**src/rtl/cadence_pkg.sv**
```systemverilog
package cadence_pkg;
  localparam int NUM_CHAN = 3;
  localparam int RING_IDX = 2;
  localparam int NUM_EVT  = 2 * NUM_CHAN;
  localparam int ADDR_W   = 4;

  localparam logic [ADDR_W-1:0] ADDR_INTEN = 4'h0;
  localparam logic [ADDR_W-1:0] ADDR_PEND  = 4'h1;
  localparam logic [ADDR_W-1:0] ADDR_LINE  = 4'h2;
  localparam logic [2:0]        LINE_RINGING = 3'b100;

  typedef enum logic [1:0] {CH_IDLE, CH_ON, CH_OFF, CH_HOLD} chanState_t;

  typedef struct packed {
    logic inactEn;
    logic actEn;
    logic oscEn;
  } chanCfg_t;

  typedef struct packed {
    logic                tick;
    logic [NUM_CHAN-1:0] run;
    logic [NUM_CHAN-1:0] drainOnStop;
  } cadStrobe_t;
endpackage

```
**src/rtl/cadence_tick.sv**
```systemverilog
module cadence_tick #(
  parameter int TICK_DIV = 1000
) (
  input  logic clk,
  input  logic rstN,
  output logic tick
);
  localparam int CW = (TICK_DIV > 1) ? $clog2(TICK_DIV) : 1;

  logic [CW-1:0] divCnt;

  assign tick = (divCnt == CW'(TICK_DIV - 1));

  always_ff @(posedge clk) begin
    if (!rstN)     divCnt <= '0;
    else if (tick) divCnt <= '0;
    else           divCnt <= divCnt + 1'b1;
  end

  // ticks are isolated single-cycle strobes
  a_r2_tick_isolated: assert property (@(posedge clk) disable iff (!rstN)
    tick |=> !tick);
endmodule

```
**src/rtl/cadence_regs.sv**
```systemverilog
module cadence_regs
  import cadence_pkg::*;
#(
  parameter int TIMER_W = 16,
  parameter int DATA_W  = 16
) (
  input  logic                               clk,
  input  logic                               rstN,
  input  logic                               wrEn,
  input  logic [ADDR_W-1:0]                  addr,
  input  logic [DATA_W-1:0]                  wrData,
  output logic [DATA_W-1:0]                  rdData,
  input  logic                               tick,
  input  logic [NUM_EVT-1:0]                 events,
  output cadStrobe_t                         strobe,
  output chanCfg_t [NUM_CHAN-1:0]            cfg,
  output logic [NUM_CHAN-1:0][TIMER_W-1:0]   actReload,
  output logic [NUM_CHAN-1:0][TIMER_W-1:0]   inactReload,
  output logic                               irq
);
  logic [NUM_EVT-1:0] intEn;
  logic [NUM_EVT-1:0] pending;
  logic [NUM_EVT-1:0] setVec;
  logic [NUM_EVT-1:0] pendClr;
  logic [2:0]         lineState;

  assign setVec  = events & intEn;
  assign pendClr = (wrEn && addr == ADDR_PEND) ? wrData[NUM_EVT-1:0] : '0;
  assign irq     = |pending;

  always_ff @(posedge clk) begin
    if (!rstN) begin
      intEn     <= '0;
      pending   <= '0;
      lineState <= '0;
    end else begin
      pending <= (pending & ~pendClr) | setVec;
      if (wrEn && addr == ADDR_INTEN) intEn     <= wrData[NUM_EVT-1:0];
      if (wrEn && addr == ADDR_LINE)  lineState <= wrData[2:0];
    end
  end

  for (genvar c = 0; c < NUM_CHAN; c++) begin : g_chanRegs
    localparam logic [1:0] SLOT = 2'(c + 1);
    chanCfg_t            cfgQ;
    logic [TIMER_W-1:0]  actQ;
    logic [TIMER_W-1:0]  inactQ;
    logic                hit;

    assign hit = wrEn && (addr[3:2] == SLOT);

    always_ff @(posedge clk) begin
      if (!rstN) begin
        cfgQ   <= '0;
        actQ   <= '0;
        inactQ <= '0;
      end else if (hit) begin
        case (addr[1:0])
          2'd0:    cfgQ   <= chanCfg_t'(wrData[2:0]);
          2'd1:    actQ   <= wrData[TIMER_W-1:0];
          2'd2:    inactQ <= wrData[TIMER_W-1:0];
          default: ;
        endcase
      end
    end

    assign cfg[c]         = cfgQ;
    assign actReload[c]   = actQ;
    assign inactReload[c] = inactQ;
  end

  always_comb begin
    strobe.tick = tick;
    for (int c = 0; c < NUM_CHAN; c++) begin
      strobe.run[c]         = cfg[c].oscEn &&
                              ((c != RING_IDX) || (lineState == LINE_RINGING));
      strobe.drainOnStop[c] = (c == RING_IDX);
    end
  end

  always_comb begin
    rdData = '0;
    if (addr[3:2] == 2'd0) begin
      case (addr[1:0])
        2'd0:    rdData[NUM_EVT-1:0] = intEn;
        2'd1:    rdData[NUM_EVT-1:0] = pending;
        2'd2:    rdData[2:0]         = lineState;
        default: ;
      endcase
    end else begin
      for (int c = 0; c < NUM_CHAN; c++) begin
        if (addr[3:2] == 2'(c + 1)) begin
          case (addr[1:0])
            2'd0:    rdData[2:0]         = cfg[c];
            2'd1:    rdData[TIMER_W-1:0] = actReload[c];
            2'd2:    rdData[TIMER_W-1:0] = inactReload[c];
            default: ;
          endcase
        end
      end
    end
  end

  // a bit only rises when its enable was set
  a_r4_pend_needs_enable: assert property (@(posedge clk) disable iff (!rstN)
    1'b1 |=> ((pending & ~$past(pending) & ~$past(intEn)) == '0));
  // a hardware set always lands, even against a clear
  a_r5_set_wins: assert property (@(posedge clk) disable iff (!rstN)
    (|setVec) |=> ((pending & $past(setVec)) == $past(setVec)));
  // a clear without a concurrent set empties the bit
  a_r5_clear_lands: assert property (@(posedge clk) disable iff (!rstN)
    (|pendClr) |=> ((pending & $past(pendClr & ~setVec)) == '0));
endmodule

```
**src/rtl/cadence_chan.sv**
```systemverilog
module cadence_chan
  import cadence_pkg::*;
#(
  parameter int TIMER_W = 16
) (
  input  logic               clk,
  input  logic               rstN,
  input  logic               tick,
  input  logic               run,
  input  logic               drain,
  input  chanCfg_t           cfg,
  input  logic [TIMER_W-1:0] actReload,
  input  logic [TIMER_W-1:0] inactReload,
  output logic               gate,
  output logic               busy,
  output logic               actDone,
  output logic               inactDone
);
  chanState_t         state, stateNext;
  logic [TIMER_W-1:0] cnt, cntNext;
  logic               atZero;

  assign atZero = (cnt == '0);

  always_comb begin
    stateNext = state;
    cntNext   = cnt;
    actDone   = 1'b0;
    inactDone = 1'b0;
    unique case (state)
      CH_IDLE: begin
        if (run) begin
          stateNext = cfg.actEn ? CH_ON : CH_HOLD;
          cntNext   = actReload;
        end
      end
      CH_ON: begin
        if (!run && !drain) begin
          stateNext = CH_IDLE;
        end else if (tick) begin
          if (atZero) begin
            actDone = 1'b1;
            if (!run) begin
              stateNext = CH_IDLE;
            end else if (cfg.inactEn) begin
              stateNext = CH_OFF;
              cntNext   = inactReload;
            end else begin
              stateNext = CH_HOLD;
            end
          end else begin
            cntNext = cnt - 1'b1;
          end
        end
      end
      CH_OFF: begin
        if (!run) begin
          stateNext = CH_IDLE;
        end else if (tick) begin
          if (atZero) begin
            inactDone = 1'b1;
            stateNext = CH_ON;
            cntNext   = actReload;
          end else begin
            cntNext = cnt - 1'b1;
          end
        end
      end
      CH_HOLD: begin
        if (!run) stateNext = CH_IDLE;
      end
    endcase
  end

  always_ff @(posedge clk) begin
    if (!rstN) begin
      state <= CH_IDLE;
      cnt   <= '0;
    end else begin
      state <= stateNext;
      cnt   <= cntNext;
    end
  end

  assign gate = (state == CH_ON) || (state == CH_HOLD);
  assign busy = (state != CH_IDLE);

  // one transition at a time per channel
  a_r3_one_event: assert property (@(posedge clk) disable iff (!rstN)
    !(actDone && inactDone));
  // transitions only on a tick
  a_r3_event_on_tick: assert property (@(posedge clk) disable iff (!rstN)
    (actDone || inactDone) |-> tick);
  // a held channel keeps its gate while it runs
  a_r6_hold_keeps_gate: assert property (@(posedge clk) disable iff (!rstN)
    (state == CH_HOLD && run) |=> gate);
  // a stopped non-draining channel drops its gate
  a_r8_stop_drops_gate: assert property (@(posedge clk) disable iff (!rstN)
    (!run && !drain) |=> !gate);
  // a stop during the off phase ends at once
  a_r10_off_exit: assert property (@(posedge clk) disable iff (!rstN)
    (!run && state == CH_OFF) |=> !busy);
endmodule

```
**src/rtl/cadence_timer.sv**
```systemverilog
module cadence_timer
  import cadence_pkg::*;
#(
  parameter int TICK_DIV = 1000,
  parameter int TIMER_W  = 16
) (
  input  logic        clk,
  input  logic        rstN,
  input  logic        wrEn,
  input  logic [3:0]  addr,
  input  logic [15:0] wrData,
  output logic [15:0] rdData,
  output logic [1:0]  toneGate,
  output logic        ringGate,
  output logic        ringingState,
  output logic [5:0]  edgePulse,
  output logic        irq
);
  localparam int DATA_W = 16;

  logic                             tick;
  cadStrobe_t                       strobe;
  chanCfg_t [NUM_CHAN-1:0]          cfg;
  logic [NUM_CHAN-1:0][TIMER_W-1:0] actReload;
  logic [NUM_CHAN-1:0][TIMER_W-1:0] inactReload;
  logic [NUM_CHAN-1:0]              gateVec;
  logic [NUM_CHAN-1:0]              busyVec;
  logic [NUM_EVT-1:0]               events;

  cadence_tick #(.TICK_DIV(TICK_DIV)) uTick (
    .clk(clk), .rstN(rstN), .tick(tick)
  );

  cadence_regs #(.TIMER_W(TIMER_W), .DATA_W(DATA_W)) uRegs (
    .clk(clk), .rstN(rstN), .wrEn(wrEn), .addr(addr), .wrData(wrData),
    .rdData(rdData), .tick(tick), .events(events), .strobe(strobe),
    .cfg(cfg), .actReload(actReload), .inactReload(inactReload), .irq(irq)
  );

  for (genvar c = 0; c < NUM_CHAN; c++) begin : g_chan
    cadence_chan #(.TIMER_W(TIMER_W)) uChan (
      .clk(clk), .rstN(rstN), .tick(strobe.tick), .run(strobe.run[c]),
      .drain(strobe.drainOnStop[c]), .cfg(cfg[c]),
      .actReload(actReload[c]), .inactReload(inactReload[c]),
      .gate(gateVec[c]), .busy(busyVec[c]),
      .actDone(events[2*c]), .inactDone(events[2*c+1])
    );
  end

  assign toneGate     = gateVec[1:0];
  assign ringGate     = gateVec[RING_IDX];
  assign ringingState = busyVec[RING_IDX];
  assign edgePulse    = events;
endmodule

```
**config.mk**
```make
export PLATFORM = sky130hd
export DESIGN_NAME = cadence_timer
export DESIGN_NICKNAME = d
export VERILOG_FILES = /design/src/rtl/cadence_pkg.sv /design/src/rtl/cadence_tick.sv /design/src/rtl/cadence_regs.sv /design/src/rtl/cadence_chan.sv /design/src/rtl/cadence_timer.sv
export SDC_FILE = /design/constraint.sdc
export NUM_CORES = 1
export LEC_CHECK = 0
export ABC_AREA = 1
export CORE_MARGIN = 1.5
export CORE_UTILIZATION = 45
export DETAILED_ROUTE_END_ITERATION = 7
export DONT_BUFFER_PORTS = 1
export GPL_ROUTABILITY_DRIVEN = 0
export PLACE_DENSITY = 0.66
export SYNTH_ARGS = -nofsm -noshare
export SYNTH_HDL_FRONTEND = slang
export SYNTH_HIERARCHICAL = 1
export SYNTH_SLANG_ARGS = --single-unit
```
**constraint.sdc**
```tcl
create_clock -name clk -period 2.6 [get_ports clk]
set_input_delay 0.52 -clock clk [delete_from_list [all_inputs] [get_ports clk]]
set_output_delay 0.52 -clock clk [all_outputs]
set_load 0.02 [all_outputs]
```
==> flow_metrics.tcl <==
set metrics [dict create \
    run_status "complete, no violations" \
    finalNetCount 2215 \
    ys_ff_latch 184 \
    vias 13500 \
    final_util_pct 50.1 \
    nFillCells 2875 \
    min_delay_path_depth 2 \
    synth_largest_area_cell "dfxtp_1" \
    area_delta_synth_final_pct 9.72 \
    fp.dieH_um 171 \
    crit_slowest_cell "dfxtp_2" \
    synthCells 2191 \
    clk_latency_ns 0.44 \
    period_needed_ns 2.53 \
    netlist_area_um2 12700 \
    cts_buffers 17 \
    slew_violations 0 \
    dp_hpwl_mm 27.6 \
    layout-drive-gt1-share_pct 9.32 \
    ant_nets 0 \
    grt_pass1_wl_mm 62.6 \
    drc 0 \
    n_antenna_cell 0 \
    cts-htree-levels 4 \
    io_pins 50 \
    synth_area_per_cell_um2 5.78 \
    crit-reg2reg-launch "uTick/divCnt[0]$_SDFF_PP0_" \
    critPathKind "reg -> out" \
    crit_required_ns 2.08 \
    start_kind "register" \
    tritoncts "yes" \
    post-route-period-util_pct 97.3 \
    root_buffer "clkbuf_16" \
    clock-skew-final_ns 0.0105 \
    portBuffers 0 \
    ys_top_cells_by_area "dfxtp_1 29%, nand2_1 20%, nor2_1 15%, nand3_1 6.8%, o21ai_0 5.6%" \
    finalHoldViolCount 0 \
    dr.pass1.iters 6 \
    dr.first_iter.drc_count 1237 \
    placed_cells 2499 \
    clock_sinks 184 \
    reg2reg_depth 15 \
    power.density_nw_per_um2 1160 \
    cp_num_cells 10 \
    wl_per_cell_um 15.5 \
    slowest_delay_ns 0.36 \
    max-vdd-ir-drop_v 0.00122 \
    cp_max_fo 3 \
    place_ws_ns 0.0756 \
    track_usage_pct 27.1 \
    crit_family "buffers and inverters" \
    hp-class "in -> reg" \
    hold_start "rstN" \
    start_util_pct 45.7 \
    rows 61 \
    cp.buffers_inverters 5 \
    setup_viol 0 \
    dpl_cell_area_um2 12900 \
    die-area_um2 29100 \
    clkTransAtPathRegs_ns 0.08 \
    grt-ovfl-total 0 \
    coreArea_um2 27700 \
    wirelength_mm 39.7 \
    grt_antenna_before_repair 0 \
    cp-startpoint "uTick/divCnt[0]$_SDFF_PP0_" \
    finalInstanceArea_um2 13900 \
    crit_path_frequent_cell "buf_6" \
    ctsHoldBuffers 0 \
    slew_headroom_pct 58.1 \
    grt_max_degree 172 \
    setup_ws_ns 0.0691 \
    total_power_mw 16.1 \
    synth_top_area_share_pct 29.1 \
    clock_path_buffers 2 \
    crit_arrival_ns 2.01 \
    ys_types 35 \
    yosysWarnings 6 \
    cp-end-kind "primary output" \
    p_leak_nw 6.60 \
    tightest_slew_ns 0.628 \
    die_w_um 171 \
    instances_no_fill 2557 \
    grt_pass1_vias 12000 \
    crit_chain "ha_4 > nand2_2 > nor2_2 > nand3_2 > clkinvlp_4 > buf_4 > buf_6 > inv_2 > nor3_4 > buf_6" \
    fmax_mhz 395 \
    cap_viol_max_count 0 \
    viasPerCell 5.29 \
    ys_seq_area_share_pct 29.1 \
]
## final timing paths
check                                              to  slack [ns]
setup / recovery                         edgePulse[1]        0.07
hold / removal             uTick/divCnt[2]$_SDFF_PP0_        0.20
setup reg to reg  g_chan[0].uChan/cnt[0]$_SDFFE_PN0P_        0.20
hold reg to reg            uTick/divCnt[8]$_SDFF_PP0_        0.48
## metrics by stage
stage / hold WS, ns / TNS, ns
floorplan: 0.429 / 0
global placement: 0.443 / 0
detailed placement: 0.453 / 0
CTS: 0.201 / 0
global route: 0.190 / -0.0328
finish: 0.199 / 0
## Yosys cell counts
| master | instances |
|---|---|
| o21ai_0 | 142 |
| inv_1 | 187 |
| buf_2 | 20 |
| nor3_1 | 4 |
| dfxtp_1 | 184 |
| a21oi_1 | 55 |
| nand2_1 | 677 |
| nand3b_1 | 25 |
| clkbuf_1 | 57 |
| ha_1 | 26 |
| clkinv_1 | 2 |
| nor2_4 | 13 |
| nand2_2 | 9 |
| xor2_1 | 6 |
| nor4_4 | 2 |
| nor2_1 | 496 |
| buf_1 | 3 |
| nand3_1 | 173 |
| conb_1 | 2 |
| nand2_4 | 7 |
| nor4_1 | 4 |
| o211ai_1 | 2 |
| inv_2 | 8 |
| nor2_8 | 1 |
| nand3_2 | 9 |
| o21ai_1 | 7 |
| buf_4 | 19 |
| buf_6 | 13 |
| o21bai_1 | 14 |
| or2_2 | 4 |
| nor2_2 | 10 |
| nand4_1 | 6 |
| o311ai_0 | 1 |
| xnor2_1 | 2 |
| a22o_1 | 1 |
## report_power, final
group	switching [mW]	total (mW)	internal, mW
Sequential	0.327	3.49	3.16
Combinational	6.45	9.92	3.47
Clock	1.30	2.74	1.44
## what timing repair did
item                                    in CTS  in global routing
cloned                                       0                  3
buffers inserted                            11                 13
pin swaps                                    7                 18
endpoints found under the setup margin       6                 22
gates resized for setup                     17                 38
## flip-flops by register name, summed over array words and instances, names as in the netlist
| register | count |
|---|---|
| uRegs/pending | 6 |
| uRegs/intEn | 6 |
| uRegs/lineState | 3 |
| g_chan.uChan/state | 6 |
| g_chan.uChan/cnt | 48 |
| uRegs/cfg | 9 |
| uTick/divCnt | 10 |
| uRegs/g_chanRegs.actQ | 48 |
| uRegs/g_chanRegs.inactQ | 48 |
## routing by layer
metal,vias to the layer above,GRT usage (%),wire (um),part of all wire [%]
met3,42,5.90,3320,8.4
li1,6734,-,-,-
met4,0,7.62,603,1.5
met1,6278,36.5,17900,45
met2,474,43.5,17800,45
met5,-,0,0,0
## area by class of cell
type | instances | area, um2 | share of cell area, %
Clock buffer | 17 | 425 | 3.06
Clock inverter | 15 | 173 | 1.24
Inverter | 197 | 743 | 5.35
Multi-Input combinational cell | 1701 | 7800 | 56.1
Sequential cell | 184 | 3690 | 26.6
Tap cell | 378 | 473 | 3.41
Timing Repair Buffer | 65 | 589 | 4.24
## layout by cell type, fill, tap and decap left out, drive strengths merged
cell,synthesis,layout
nand3b,25,25
clkinv,2,5
clkbuf,57,17
o311ai,1,1
nor3,4,4
conb,2,3
ha,26,26
or2,4,4
clkinvlp,0,7
buf,55,65
nor2,520,520
o21bai,14,14
nand4,6,6
xor2,6,6
xnor2,2,2
bufinv,0,2
inv,195,198
nand2,693,695
a22o,1,1
o21ai,149,149
a21oi,55,55
dfxtp,184,184
nand3,182,182
o211ai,2,2
nor4,6,6
## kinds of logic after synthesis
logic type	share of synthesized area [%]
and+or+nand+nor	47.9
xor gates and xnor gates	0.553
adders and majority gates	2.57
buffers and inverters	10.7
DFF	29.1
other	0.0593
AOI/OAI and AO/OA	9.15
Power figures use the tool's default switching activity.
